[src/rtl/flash_op_status_pkg.sv]
package flash_op_status_pkg;

  typedef enum logic {
    OP_PROGRAM = 1'b0,
    OP_ERASE   = 1'b1
  } op_kind_e;

  localparam int TOGGLE_BIT = 6;
  localparam int LIMIT_BIT  = 5;

  function automatic int max_int(input int a, input int b);
    return (a > b) ? a : b;
  endfunction

endpackage

[src/rtl/flash_op_dur_sel.sv]
module flash_op_dur_sel
  import flash_op_status_pkg::*;
#(
  parameter int CNT_W          = 18,
  parameter int PROG_CYC       = 700,
  parameter int PROT_PROG_CYC  = 200,
  parameter int ERASE_WIN_CYC  = 5000,
  parameter int ERASE_CYC      = 100000,
  parameter int PROT_ERASE_CYC = 10000
) (
  input  op_kind_e         kind,
  input  logic             prot,
  input  logic             stall_req,
  output logic [CNT_W-1:0] dur,
  output logic             stall_eff
);

  localparam int ERASE_TOTAL      = ERASE_WIN_CYC + ERASE_CYC;
  localparam int PROT_ERASE_TOTAL = ERASE_WIN_CYC + PROT_ERASE_CYC;

  always_comb begin
    unique case (kind)
      OP_PROGRAM: dur = prot ? CNT_W'(PROT_PROG_CYC) : CNT_W'(PROG_CYC);
      OP_ERASE:   dur = prot ? CNT_W'(PROT_ERASE_TOTAL) : CNT_W'(ERASE_TOTAL);
      default:    dur = CNT_W'(PROG_CYC);
    endcase
  end

  // A protected target runs no algorithm, so it cannot stall.
  assign stall_eff = stall_req & ~prot;

endmodule

[src/rtl/flash_op_timer.sv]
module flash_op_timer #(
  parameter int CNT_W     = 18,
  parameter int LIMIT_CYC = 200000
) (
  input  logic             clk,
  input  logic             rst,
  input  logic             start,
  input  logic [CNT_W-1:0] dur,
  input  logic             stall_eff,
  input  logic             reset_cmd,
  output logic             busy,
  output logic             exceeded
);

  localparam logic [CNT_W-1:0] LIMIT_LAST = CNT_W'(LIMIT_CYC - 1);

  logic [CNT_W-1:0] cnt_q;
  logic [CNT_W-1:0] dur_q;
  logic             stall_q;

  always_ff @(posedge clk) begin
    if (rst) begin
      busy     <= 1'b0;
      exceeded <= 1'b0;
      cnt_q    <= '0;
      dur_q    <= '0;
      stall_q  <= 1'b0;
    end else if (!busy) begin
      if (start) begin
        busy    <= 1'b1;
        cnt_q   <= '0;
        dur_q   <= dur;
        stall_q <= stall_eff;
      end
    end else if (exceeded) begin
      if (reset_cmd) begin
        busy     <= 1'b0;
        exceeded <= 1'b0;
      end
    end else if (stall_q) begin
      if (cnt_q == LIMIT_LAST) exceeded <= 1'b1;
      else                     cnt_q    <= cnt_q + 1'b1;
    end else if (cnt_q == dur_q - 1'b1) begin
      busy <= 1'b0;
    end else begin
      cnt_q <= cnt_q + 1'b1;
    end
  end

endmodule

[src/rtl/flash_op_toggle.sv]
module flash_op_toggle (
  input  logic clk,
  input  logic rst,
  input  logic busy,
  input  logic rd_oe,
  input  logic rd_ce,
  output logic tog
);

  // Either delimiter marks one read cycle; both together still mark one.
  logic rd_cycle;
  assign rd_cycle = rd_oe | rd_ce;

  always_ff @(posedge clk) begin
    if (rst)                  tog <= 1'b0;
    else if (busy && rd_cycle) tog <= ~tog;
  end

endmodule

[src/rtl/flash_op_status.sv]
module flash_op_status
  import flash_op_status_pkg::*;
#(
  parameter int PROG_CYC       = 700,
  parameter int PROT_PROG_CYC  = 200,
  parameter int ERASE_WIN_CYC  = 5000,
  parameter int ERASE_CYC      = 100000,
  parameter int PROT_ERASE_CYC = 10000,
  parameter int LIMIT_CYC      = 200000
) (
  input  logic       clk,
  input  logic       rst,
  input  logic       start,
  input  logic       op_kind,
  input  logic       target_prot,
  input  logic       stall,
  input  logic       rd_oe,
  input  logic       rd_ce,
  input  logic       reset_cmd,
  output logic [7:0] status,
  output logic       array_sel
);

  localparam int MAX_CYC = max_int(LIMIT_CYC,
                           max_int(ERASE_WIN_CYC + ERASE_CYC,
                           max_int(ERASE_WIN_CYC + PROT_ERASE_CYC,
                           max_int(PROG_CYC, PROT_PROG_CYC))));
  localparam int CNT_W = $clog2(MAX_CYC + 1);

  logic [CNT_W-1:0] dur;
  logic             stall_eff;
  logic             busy;
  logic             exceeded;
  logic             tog;

  flash_op_dur_sel #(
    .CNT_W(CNT_W), .PROG_CYC(PROG_CYC), .PROT_PROG_CYC(PROT_PROG_CYC),
    .ERASE_WIN_CYC(ERASE_WIN_CYC), .ERASE_CYC(ERASE_CYC),
    .PROT_ERASE_CYC(PROT_ERASE_CYC)
  ) u_dur (
    .kind(op_kind_e'(op_kind)), .prot(target_prot), .stall_req(stall),
    .dur(dur), .stall_eff(stall_eff)
  );

  flash_op_timer #(.CNT_W(CNT_W), .LIMIT_CYC(LIMIT_CYC)) u_timer (
    .clk(clk), .rst(rst), .start(start), .dur(dur), .stall_eff(stall_eff),
    .reset_cmd(reset_cmd), .busy(busy), .exceeded(exceeded)
  );

  flash_op_toggle u_tog (
    .clk(clk), .rst(rst), .busy(busy), .rd_oe(rd_oe), .rd_ce(rd_ce), .tog(tog)
  );

  always_comb begin
    status             = 8'h00;
    status[TOGGLE_BIT] = tog;
    status[LIMIT_BIT]  = exceeded;
  end

  assign array_sel = ~busy;

endmodule

[config.mk]
export PLATFORM = sky130hd
export DESIGN_NAME = flash_op_status
export DESIGN_NICKNAME = d
export VERILOG_FILES = /design/src/rtl/flash_op_status_pkg.sv /design/src/rtl/flash_op_dur_sel.sv /design/src/rtl/flash_op_timer.sv /design/src/rtl/flash_op_toggle.sv /design/src/rtl/flash_op_status.sv
export SDC_FILE = /design/constraint.sdc
export NUM_CORES = 1
export LEC_CHECK = 0
export ABC_CLOCK_PERIOD_IN_PS = 2800
export BUFFER_PORTS_ARGS = -buffer_cell sky130_fd_sc_hd__buf_2
export CAP_MARGIN = 5
export CORE_ASPECT_RATIO = 1.2
export CORE_MARGIN = 1.5
export CORE_UTILIZATION = 33
export CTS_BUF_LIST = sky130_fd_sc_hd__clkbuf_16
export CTS_CLUSTER_DIAMETER = 60
export DETAILED_ROUTE_END_ITERATION = 10
export GPL_TIMING_DRIVEN = 0
export PLACE_DENSITY_LB_ADDON = 0.1
export SLEW_MARGIN = 20
export SYNTH_ARGS = -nofsm -noshare
export SYNTH_HDL_FRONTEND = slang
export SYNTH_HIERARCHICAL = 1
export SYNTH_SLANG_ARGS = --single-unit
[constraint.sdc]
create_clock -name clk -period 2.8 [get_ports clk]
set_input_delay 0 -clock clk [delete_from_list [all_inputs] [get_ports clk]]
set_output_delay 0 -clock clk [all_outputs]
set_load 0.01 [all_outputs]
# Word-level counts from Yosys, hierarchy flattened
# Cells that the tools add are included.
# totals
out_inout_bits	9
input_bits	9
regBits	40
# op_classes
n_eq_ne	5
add_sub_neg	2
n_reduce_logical	4
mux	18
bitwise	6
# ops
operator	count
$mux 18	6
$pmux 18 s2	1
$add 18x1->18 const B	1
$eq 18x18->1	1
$eq 18x18->1 const B	1
$sub 18x1->18 const B	1
$mux 17	1
$mux 10	1
$mux 1	9
$ne 3x3->1 const B	2
$not 1->1	4
$reduce_and 4->1	1
$ne 2x2->1 const B	1
$reduce_and 2->1	1
$reduce_bool 2->1	1
$and 1x1->1	1
$logic_and 1x1->1	1
$or 1x1->1	1

# Depth between registers and ports, before layout
# depth
word_depth	6
ltp_mapped	12
depth_no_buf	10

# By module
# Netlist, hierarchy kept.
# modules_own_cells
mod	cells_each	area_per_inst_um2	seq_area_each_um2	n_inst
flash_op_timer	290	2429.8	780.7	1
flash_op_dur_sel	25	188.9	0.0	1
flash_op_status	10	67.6	0.0	1
flash_op_toggle	5	50.0	20.0	1

# Least setup slack after synthesis
# No wires, ideal clock.
# synth_path
path_type	register to register
startpoint	register u_timer.dur_q[0]
endpoint	register u_timer.cnt_q[10]
t_arrival_ns	2.252
required_time_ns	2.685
setup_time_ns	0.115
path_buffers	1
path_stages_with_launch	12
slack_ns	0.433
cell_sequence	dfxtp_1 -> inv_1 -> ha_1 -> and2b_1 -> nand4_1 -> mux2_1 -> mux2i_1 -> nand4_2 -> nor3_4 -> buf_4 -> nor4_1 -> o21a_1
# synth_between
elab_chain_cells	4
# synth_lines
item	line_no	text
start: declaration	flash_op_timer.sv:18	logic [CNT_W-1:0] dur_q;
start signal: assignment	flash_op_timer.sv:32	dur_q <= dur;
$sub 18x1->18	flash_op_timer.sv:43	end else if (cnt_q == dur_q - 1'b1) begin
$eq 18x18->1	flash_op_timer.sv:43	
$ne 3x3->1 (no line)	--	
$reduce_and 4->1 (no line)	--	
end signal: assignment	flash_op_timer.sv:42	else cnt_q <= cnt_q + 1'b1;
end signal: assignment	flash_op_timer.sv:46	cnt_q <= cnt_q + 1'b1;
end: declaration	flash_op_timer.sv:17	logic [CNT_W-1:0] cnt_q;
# No other way between the ends.
# A chain may end at the register's enable or synchronous reset.

# Final worst setup path
# layout_path
startpoint	register u_timer.dur_q[0]
endpoint	register u_timer.cnt_q[1]
# The elaborated chain is that of the path after synthesis.

==> results by group <==
Critical path
  • Data required, critical path: 2.97 ns
  • Worst path max stage delay: 0.38 ns
  • CP Cell Sequence: inv_1, ha_1, and2b_2, nand4_1, mux2_1, mux2i_1, nand4_2, nor3_4, buf_6, buf_8, o21ai_0, o41ai_1
  • Worst path bufs/invs: 3
  • CP max stage cell: dfxtp_4
  • Critical Path Sink Type: flop
  • Crit path max fanout: 10
  • Setup CP Type: reg2reg
  • Crit path DAT: 2.78 ns
  • Top delay family on crit path: simple AND/OR/NAND/NOR gates
  • Critical Path Source Type: flop

Flow run
  • Maxcap violations: 0

Global routing
  • Largest net degree at the start of global routing: 13
  • Number of antenna violations at the first check in global routing: 0
  • Global-route wire length before repair: 11.2 mm
  • Overall routing resource usage: 16.3%
  • Vias in the first global route: 2,152
  • GR Overflow Total: 0

Timing
  • Max Transition Viols Final: 0
  • Fmax: 384 MHz
  • RSZ-0062 raised after global routing: no
  • Min Clock Period, post-route: 2.61 ns
  • Fin. Hold Viols: 0
  • Worst-margin pin slew: 0.588 ns
  • Final period utilization: 93.1%
  • Setup violations, final: 0
  • Slew margin rel.: 60.8%
  • Clock Skews: 0.00498 ns

Yosys
  • Synth Warn #: 6
  • Post-synth top cells: 50 x nand2_1, 40 x dfxtp_1, 29 x a21oi_1
  • Dominant cell type by area after synthesis: dfxtp_1
  • Number of distinct library cells after synthesis: 58
  • Cell count after synthesis: 330
  • Cell Area, Synth: 2740 um^2
  • Register area share after synthesis: 29.3%
  • Dominant cells by area after synthesis: dfxtp_1 29%, nand2_1 6.9%, a21oi_1 5.3%
  • Number of synthesized register bits: 40
  • Syn_area_per_cell: 8.29 um^2
  • Count leader, synth: nand2_1
  • Post-synth EDFFs: 0
  • Top_reg_cell synth: dfxtp_1
  • Asr flop ratio synth: 0%
  • Share of the synthesized area in the top cell type: 29.3%

Final layout
  • Finished Core Util: 39.6%
  • # diodes: 0
  • Post-Layout Cell Count: 458
  • Multi-input gate area: 1710 um^2
  • Non-Filler Cell Area, Final: 3190 um^2
  • Layout Nets: 380
  • Layout fillers: 865
  • Layout cells sized above 1: 20.7%
  • Area delta synth->final: 16.6%
  • Register Area: 806 um^2

Pwr
  • Worst VDD drop: 0.218 mV
  • Power Dens Cells: 524 nW/um^2
  • Tot Pwr: 0.00167 W
  • Leak pwr: 1.24 nW

Floorplan
  • Initial core utilization: 33.9%
  • Die Width: 86.1 um
  • CORE AREA: 8060 um^2
  • Core Rows: 36
  • Die Area: 8850 um^2
  • Ports: 18
  • Die Y: 103 um

Clock tree
  • Root Driver: clkbuf_16
  • Htree depth: 2
  • CTS sink cnt: 40
  • Cts bufs inserted: 5
  • Clk slew on worst S/H paths: 0.06 ns
  • Clock Latency Late Sink: 0.28 ns
  • Clock Path Buffers: 2
  • CTS tree: built

Min path
  • Hold Path Class: in2reg

Route
  • Initial detailed-routing violation count: 111
  • Number of vias per cell: 5.17
  • Routed wire per std cell: 14.9 um
  • Final ANT Viol Nets: 0
  • Routed vias: 2,367
  • Number of iterations in the first detailed-routing pass: 4
  • Final WL: 6.81 mm
  • Post-route DRC: 0

Placed design
  • Dpl hpwl: 5.16 mm
  • Dpl cells: 446
  • RD Place Congestion: 0.867
  • Area post-placement: 2950 um^2
  • Port buffer count: 11

Run status
  • Outcome: complete, no violations
-- sequential cells by signal, indices dropped and copies added (netlist names) --
name	cells
u_timer/busy	1
u_timer/stall_q	1
u_timer/dur_q	18
u_timer/exceeded	1
u_timer/cnt_q	18
u_tog/tog	1
-- final timing paths --
kind,start,end,slack [ns],depth (start not counted)
setup / recovery,u_timer/dur_q[0]$_SDFFE_PP0P_,u_timer/cnt_q[1]$_SDFFE_PP0P_,0.19,12
setup reg to reg,u_timer/dur_q[0]$_SDFFE_PP0P_,u_timer/cnt_q[1]$_SDFFE_PP0P_,0.19,12
hold / removal,rst,u_timer/cnt_q[17]$_SDFFE_PP0P_,0.04,3
hold reg to reg,u_timer/dur_q[17]$_SDFFE_PP0P_,u_timer/dur_q[17]$_SDFFE_PP0P_,0.47,2
-- cell usage in the layout, fill, tap and decap left out, types with 3 or more instances in the layout --
master,instances
inv_1,11
a21oi_1,29
nor2b_1,3
or3_1,9
o41ai_1,5
nor4_4,3
conb_1,13
a21oi_2,5
and3_1,4
dfxtp_1,38
ha_1,8
clkbuf_16,5
nand4_1,12
nand2b_1,4
buf_2,13
and2_1,3
clkbuf_1,10
buf_4,23
nor2_1,11
nor4_2,3
nor3b_1,3
o211ai_1,3
xnor2_1,12
o21ai_2,5
o31ai_1,6
xor2_1,11
or4_1,7
nand2_1,50
nor3_4,3
o21ai_0,3
nand3_1,6
-- cells by family (layout without fill, tap and decap cells) --
| group | count (synthesis) | count (layout) | synth area share, % |
|---|---|---|---|
| AO/OA/AOI/OAI | 68 | 68 | 16.5 |
| XOR/XNOR | 23 | 23 | 7.36 |
| adder cells (fa/ha/maj) | 8 | 8 | 3.66 |
| buffers and inverters | 46 | 69 | 9.97 |
| flip-flops | 40 | 40 | 29.3 |
| multiplexers | 4 | 4 | 1.69 |
| other | 3 | 13 | 0.411 |
| AND/OR/NAND/NOR | 138 | 138 | 31.1 |
-- stage by stage --
step | hold slack [ns] | setup WS (ns) | TNS, ns
2_1_floorplan | 0.119 | 0.433 | 0
3_3_place_gp | 0.223 | 0.0642 | 0
3_5_place_dp | 0.227 | -0.0168 | -0.0168
4_1_cts | 0.0401 | 0.0297 | 0
5_1_grt | 0.0758 | 0.0145 | 0
6_report | 0.0439 | 0.192 | 0
-- worst reg2reg max path, delay by kind of cell, from the launching register on --
family,cells,cell delay (ns)
flip-flops,1,0.38
AO/OA/AOI/OAI,2,0.16
adder cells (fa/ha/maj),1,0.24
multiplexers,2,0.49
buffers and inverters,3,0.37
AND/OR/NAND/NOR,4,0.85
-- power breakdown --
part	internal [W]	total [W]	switching, W	leakage, nW
clock	0.000506	0.000741	0.000235	0.0899
combinational	0.000135	0.000304	0.000169	0.828
sequential	0.000590	0.000627	0.0000363	0.326
total	0.00123	0.00167	0.000440	1.24
-- layout make-up --
type | count | area share, %
sequential | 40 | 25.3
multi-input combinational | 254 | 53.7
tap | 95 | 3.73
clock inverter | 2 | 1.88
clock buffer | 5 | 3.92
buffer | 35 | 7.25
inverter | 11 | 1.29
timing repair buffer | 16 | 2.98
-- layer usage --
layer	global-route usage, %	share of wire [%]	vias up
met5	0	0	-
met4	6.70	2.8	0
met3	2.48	2.5	11
met2	26.8	47	33
met1	21.4	47	1111
li1	-	-	1212
-- repair_timing --
| item | 4_1_cts | 5_1_grt |
|---|---|---|
| setup buffers | 0 | 4 |
| hold endpoints to repair | 1 | 0 |
| endpoints found under the setup margin | 3 | 18 |
| hold buffers | 1 | 0 |
| pin swaps | 1 | 1 |
| gates resized for setup | 0 | 6 |
No activity file was read; power rests on OpenSTA's default activity.
